===== config.mk =====
export PLATFORM = sky130hd
export DESIGN_NAME = si_mem_arbiter
export DESIGN_NICKNAME = d
export VERILOG_FILES = /design/src/rtl/sia_pkg.sv /design/src/rtl/sia_addr_gen.sv /design/src/rtl/sia_fsm.sv /design/src/rtl/si_mem_arbiter.sv
export SDC_FILE = /design/constraint.sdc
export NUM_CORES = 1
export LEC_CHECK = 0
export ABC_AREA = 1
export CAP_MARGIN = 20
export CORE_AREA = 2 2 107 109
export CTS_CLUSTER_DIAMETER = 30
export DETAILED_ROUTE_END_ITERATION = 16
export DIE_AREA = 0 0 109 111
export DONT_BUFFER_PORTS = 1
export GPL_TIMING_DRIVEN = 0
export PLACE_DENSITY = 0.79
export REMOVE_ABC_BUFFERS = 1
export SLEW_MARGIN = 15
export SYNTH_ARGS = -nofsm -noshare
export SYNTH_HDL_FRONTEND = slang
export SYNTH_SLANG_ARGS = --single-unit

===== constraint.sdc =====
create_clock -name clk -period 3.1 [get_ports clk]
set_clock_uncertainty 0.05 [all_clocks]
set_input_delay 0.31 -clock clk [delete_from_list [all_inputs] [get_ports clk]]
set_output_delay 0.31 -clock clk [all_outputs]
set_load 0.03 [all_outputs]

===== src/rtl/sia_pkg.sv =====
package sia_pkg;

    typedef enum logic [2:0] {
        ST_IDLE,
        ST_LSU,
        ST_LSU_SIQ,
        ST_SI_MEM,
        ST_SI_END
    } arb_state_e;

endpackage


===== src/rtl/sia_addr_gen.sv =====
module sia_addr_gen #(
    parameter int AW = 16,
    parameter int CW = 8
) (
    input  logic          clk,
    input  logic          rst_n,
    input  logic          load_i,
    input  logic          step_i,
    input  logic [AW-1:0] base_i,
    input  logic [AW-1:0] stride_i,
    input  logic [CW-1:0] count_i,
    input  logic          we_i,
    output logic [AW-1:0] addr_o,
    output logic          we_o,
    output logic          last_o,
    output logic          empty_o
);

    localparam logic [CW-1:0] ONE = CW'(1);

    logic [AW-1:0] addr_q;
    logic [AW-1:0] stride_q;
    logic [CW-1:0] remain_q;
    logic          we_q;

    always_ff @(posedge clk or negedge rst_n) begin
        if (!rst_n) begin
            addr_q   <= '0;
            stride_q <= '0;
            remain_q <= '0;
            we_q     <= 1'b0;
        end else if (load_i) begin
            addr_q   <= base_i;
            stride_q <= stride_i;
            remain_q <= count_i;
            we_q     <= we_i;
        end else if (step_i) begin
            addr_q   <= addr_q + stride_q;
            remain_q <= remain_q - ONE;
        end
    end

    assign addr_o  = addr_q;
    assign we_o    = we_q;
    assign last_o  = (remain_q == ONE);
    assign empty_o = (remain_q == '0);

endmodule


===== src/rtl/sia_fsm.sv =====
module sia_fsm
    import sia_pkg::*;
(
    input  logic clk,
    input  logic rst_n,
    input  logic lsu_req_i,
    input  logic si_start_i,
    input  logic si_zero_i,
    input  logic gen_last_i,
    input  logic gen_empty_i,
    input  logic mem_ready_i,
    output logic lsu_gnt_o,
    output logic lsu_cap_o,
    output logic lsu_rvalid_o,
    output logic si_gnt_o,
    output logic si_load_o,
    output logic si_step_o,
    output logic si_rvalid_o,
    output logic si_done_o,
    output logic sel_si_o,
    output logic mem_req_o,
    output logic core_stall_o
);

    arb_state_e state_q, state_d;

    always_ff @(posedge clk or negedge rst_n) begin
        if (!rst_n) state_q <= ST_IDLE;
        else        state_q <= state_d;
    end

    always_comb begin
        state_d      = state_q;
        lsu_gnt_o    = 1'b0;
        lsu_cap_o    = 1'b0;
        lsu_rvalid_o = 1'b0;
        si_gnt_o     = 1'b0;
        si_load_o    = 1'b0;
        si_step_o    = 1'b0;
        si_rvalid_o  = 1'b0;
        si_done_o    = 1'b0;
        sel_si_o     = 1'b0;
        mem_req_o    = 1'b0;
        core_stall_o = 1'b0;
        unique case (state_q)
            ST_IDLE: begin
                if (lsu_req_i) begin
                    lsu_gnt_o = 1'b1;
                    lsu_cap_o = 1'b1;
                    si_load_o = si_start_i;
                    state_d   = si_start_i ? ST_LSU_SIQ : ST_LSU;
                end else if (si_start_i) begin
                    si_load_o = 1'b1;
                    si_gnt_o  = !si_zero_i;
                    state_d   = si_zero_i ? ST_SI_END : ST_SI_MEM;
                end
            end
            ST_LSU: begin
                mem_req_o = 1'b1;
                if (mem_ready_i) begin
                    lsu_rvalid_o = 1'b1;
                    if (si_start_i) begin
                        si_load_o = 1'b1;
                        si_gnt_o  = !si_zero_i;
                        state_d   = si_zero_i ? ST_SI_END : ST_SI_MEM;
                    end else begin
                        state_d = ST_IDLE;
                    end
                end else if (si_start_i) begin
                    si_load_o = 1'b1;
                    state_d   = ST_LSU_SIQ;
                end
            end
            ST_LSU_SIQ: begin
                mem_req_o    = 1'b1;
                core_stall_o = 1'b1;
                if (mem_ready_i) begin
                    lsu_rvalid_o = 1'b1;
                    si_gnt_o     = !gen_empty_i;
                    state_d      = gen_empty_i ? ST_SI_END : ST_SI_MEM;
                end
            end
            ST_SI_MEM: begin
                mem_req_o    = 1'b1;
                sel_si_o     = 1'b1;
                core_stall_o = 1'b1;
                if (mem_ready_i) begin
                    si_rvalid_o = 1'b1;
                    si_step_o   = 1'b1;
                    if (gen_last_i) state_d = ST_SI_END;
                end
            end
            ST_SI_END: begin
                core_stall_o = 1'b1;
                si_done_o    = 1'b1;
                state_d      = ST_IDLE;
            end
            default: state_d = ST_IDLE;
        endcase
    end

endmodule


===== src/rtl/si_mem_arbiter.sv =====
module si_mem_arbiter #(
    parameter int AW = 16,
    parameter int DW = 32,
    parameter int CW = 8
) (
    input  logic          clk,
    input  logic          rst_n,
    input  logic          lsu_req,
    input  logic          lsu_we,
    input  logic [AW-1:0] lsu_addr,
    input  logic [DW-1:0] lsu_wdata,
    output logic          lsu_gnt,
    output logic          lsu_rvalid,
    output logic [DW-1:0] lsu_rdata,
    input  logic          si_start,
    input  logic          si_we,
    input  logic [AW-1:0] si_base,
    input  logic [AW-1:0] si_stride,
    input  logic [CW-1:0] si_count,
    input  logic [DW-1:0] si_wdata,
    output logic          si_gnt,
    output logic          si_rvalid,
    output logic [DW-1:0] si_rdata,
    output logic          si_done,
    output logic          core_stall,
    output logic          mem_req,
    output logic          mem_we,
    output logic [AW-1:0] mem_addr,
    output logic [DW-1:0] mem_wdata,
    input  logic          mem_ready,
    input  logic [DW-1:0] mem_rdata
);

    logic          lsu_cap, si_load, si_step, sel_si;
    logic          gen_last, gen_empty, gen_we;
    logic [AW-1:0] gen_addr;
    logic [AW-1:0] lsu_addr_q;
    logic [DW-1:0] lsu_wdata_q;
    logic          lsu_we_q;

    sia_fsm u_fsm (
        .clk          (clk),
        .rst_n        (rst_n),
        .lsu_req_i    (lsu_req),
        .si_start_i   (si_start),
        .si_zero_i    (si_count == '0),
        .gen_last_i   (gen_last),
        .gen_empty_i  (gen_empty),
        .mem_ready_i  (mem_ready),
        .lsu_gnt_o    (lsu_gnt),
        .lsu_cap_o    (lsu_cap),
        .lsu_rvalid_o (lsu_rvalid),
        .si_gnt_o     (si_gnt),
        .si_load_o    (si_load),
        .si_step_o    (si_step),
        .si_rvalid_o  (si_rvalid),
        .si_done_o    (si_done),
        .sel_si_o     (sel_si),
        .mem_req_o    (mem_req),
        .core_stall_o (core_stall)
    );

    sia_addr_gen #(.AW(AW), .CW(CW)) u_gen (
        .clk      (clk),
        .rst_n    (rst_n),
        .load_i   (si_load),
        .step_i   (si_step),
        .base_i   (si_base),
        .stride_i (si_stride),
        .count_i  (si_count),
        .we_i     (si_we),
        .addr_o   (gen_addr),
        .we_o     (gen_we),
        .last_o   (gen_last),
        .empty_o  (gen_empty)
    );

    always_ff @(posedge clk or negedge rst_n) begin
        if (!rst_n) begin
            lsu_addr_q  <= '0;
            lsu_wdata_q <= '0;
            lsu_we_q    <= 1'b0;
        end else if (lsu_cap) begin
            lsu_addr_q  <= lsu_addr;
            lsu_wdata_q <= lsu_wdata;
            lsu_we_q    <= lsu_we;
        end
    end

    assign mem_addr  = sel_si ? gen_addr : lsu_addr_q;
    assign mem_we    = sel_si ? gen_we   : lsu_we_q;
    assign mem_wdata = sel_si ? si_wdata : lsu_wdata_q;
    assign lsu_rdata = mem_rdata;
    assign si_rdata  = mem_rdata;

endmodule


==> reports/metrics.csv <==
metric,value,unit
RR Startpoint,u_fsm.state_q[1]$_DFFE_PN0P_,
total number of vias,5081,
Iter 0 DRT Violations,326,
GRT Residual Overflow,0,
max-slew violations,0,
crit path launch type,register,
RR Endpoint,u_gen.addr_o[7]$_DFFE_PN0P_,
YS warnings,0,
cell depth of the worst hold path,2,
Synth Flop Type,dfrtp_1,
antenna-violating nets left,0,
Synth Area per Inst,6.76,sq um
clk buf depth,2,
Post-DP Area,5640,sq um
Crit path required time,2.74,ns
Crit path top cell by count,inv_2,
layout cells sized above 1,4.26,%
Min Hold Slack,0.0187,ns
worst reg-to-reg path cell count,7,
Buffers on Ports,0,
post-route design area,6000,sq um
CP endpoint kind,output pin,
drc violations,0,
"FFs w/ async S/R, synth",100,%
GRT Overall Usage,26.4,%
crit-path max cell delay,0.51,ns
RSZ-0062 raised after global routing,no,
Final Hold Viols,0,
placer congestion estimate,0.863,
hold crit path type,in2reg,
number of global-route vias before repair,4682,
critical path cell sequence,inv_2 > nand2_4 > nor2_8 > inv_2 > buf_12 > o21ai_1,
slew at the pin with the worst max-slew slack,1.05,ns
Die Y,111,um
Synth-to-Final Area Change,-1.05,%
crit path DAT,2.54,ns
R2R Setup Slk,0.34,ns
run status,finished clean,
Num CTS Buffers,9,
die area,12100,sq um
post-synthesis sequential area ratio,38.4,%
core area,11100,sq um
CP max FO,46,
Setup Crit Path Kind,reg2out,
Skew-Pair Late Insertion Delay,0.35,ns
Max Clk Rate,0.345,GHz
Max Cap Viol,0,
power density over the cells,1280,nW/um^2
CTS tree,yes,
Final HPWL DP,10900,um
H-tree depth,3,
final worst path period need,2.90,ns
Tcrit/Tclk final,93.6,%
Initial Util,54.7,%
first-pass GRT wire length,24200,um
Synth area leaders,"dfrtp_1 38%, nand2_1 29%, buf_4 8.7%",
largest net degree at the start of global routing,94,
Root Driver,clkbuf_16,
"Cell Area, Synth",6060,sq um
most frequent cells in the layout,"471 x nand2_1, 93 x dfrtp_1, 71 x inv_1",
Cells after Synth,896,
Synth area leader,dfrtp_1,
initial antenna violation count,0,
Hold Path End,lsu_wdata_q[25]$_DFFE_PN0P_,
setup TNS,0,ns
Synth Register Bits,93,
"EDFF count, synth",0,
"most common cell after layout, fill and taps aside",nand2_1,
number of cell rows,39,
Slew HR,29.5,%
nets@finish,997,
Static Leak,0.00340,uW
Layout fillers,1092,
die width,109,um
CTS sink cnt,93,
Peak supply drop,0.760,mV
Pre-Repair DR Iteration Count,6,
Worst Min Path Start,lsu_wdata[25],
Ant. Diodes,0,
drt total wl,15600,um
Boundary Pins,279,
Via-to-Cell Ratio,5.27,
crit path max-delay cell type,o21ai_1,
CP Launch Point,u_fsm.state_q[2]$_DFFE_PN0P_,
post-synth top area share,38.4,%
final setup fails,0,
Wirelength per Cell,16.1,um
Synth cell types,35,
"Reg clk slew, reported paths",0.06,ns
## where the power goes
part / leakage [uW] / internal [uW] / switching (uW)
clock: 0.000134 / 576 / 442
sequential: 0.00115 / 1800 / 366
combinational: 0.00212 / 1250 / 3220
## timing repair
item	in CTS	in global routing
setup buffers	0	0
gates resized for setup	12	1
hold buffers	2	0
setup endpoints to repair	10	1
endpoints found under the hold margin	93	0
## registers in the layout, summed over array words and instances (netlist names)
name / flops
u_gen.remain_q: 8
lsu_we_q: 1
u_fsm.state_q: 3
u_gen.addr_o: 16
lsu_addr_q: 16
u_gen.stride_q: 16
lsu_wdata_q: 32
u_gen.we_o: 1
## critical path: cells and delay by family (launching register included)
| kind | cells | cell delay, ns |
|---|---|---|
| buffers and inverters | 3 | 0.63 |
| and+or+nand+nor | 2 | 0.57 |
| AOI/OAI and AO/OA | 1 | 0.51 |
| DFF | 1 | 0.43 |
## per-layer routing
layer / vias to the layer above / share of wire, % / global-route usage, % / wire [um]
met5: - / 0 / 4.46 / 0
met4: 0 / 1.3 / 7.52 / 204
met2: 252 / 41 / 35.2 / 6360
met3: 17 / 13 / 14.9 / 2050
li1: 2519 / - / - / -
met1: 2293 / 45 / 36.1 / 6950
## worst max-delay path by stage
| stage | endpoint | slack (ns) |
|---|---|---|
| after global routing | mem_addr[11] | 0.05 |
| final | mem_addr[13] | 0.20 |
| after CTS | mem_addr[7] | -0.07 |
| after global placement | mem_addr[15] | 0.06 |
| after detailed placement | mem_addr[15] | 0.03 |
| after floorplan | si_gnt | 0.60 |
## synthesized netlist by cell type (all sizes together), types with 4 or more instances
cell type and count:
nor3 4, inv 77, o211ai 4, clkbuf 9, a21oi 14, nand3 27
buf 84, ha 18, nand2 475, nand3b 4, xor2 4, xnor2 4
nor2 34, dfrtp 93, o21ai 30
## logic make-up after synthesis
| logic type | after synthesis | synth area share, % |
|---|---|---|
| buf+inv | 170 | 15.1 |
| simple gates | 548 | 35.9 |
| fa+ha+maj | 19 | 4.05 |
| flops | 93 | 38.4 |
| compound gates | 58 | 5.41 |
| xor+xnor | 8 | 1.16 |
## area by class of cell
| cell class | instances | area (sq um) | area share, % |
|---|---|---|---|
| Multi-Input combinational cell | 633 | 2830 | 47.1 |
| Sequential cell | 93 | 2330 | 38.8 |
| Timing Repair Buffer | 5 | 105 | 1.75 |
| Tap cell | 143 | 179 | 2.98 |
| Clock buffer | 12 | 256 | 4.28 |
| Clock inverter | 2 | 10.0 | 0.167 |
| Inverter | 77 | 292 | 4.86 |
## per-stage QoR
stage	worst slack, ns	total power, uW	utilization (%)	std cells
global route	0.0503	8420	54.1	965
detailed placement	0.0271	6570	50.9	947
CTS	-0.0718	7680	53.8	963
finish	0.199	7660	54.1	965
floorplan	0.600	5750	-	803
global placement	0.0565	6460	50.7	946
Note: power is estimated with default switching activity, not from simulation.
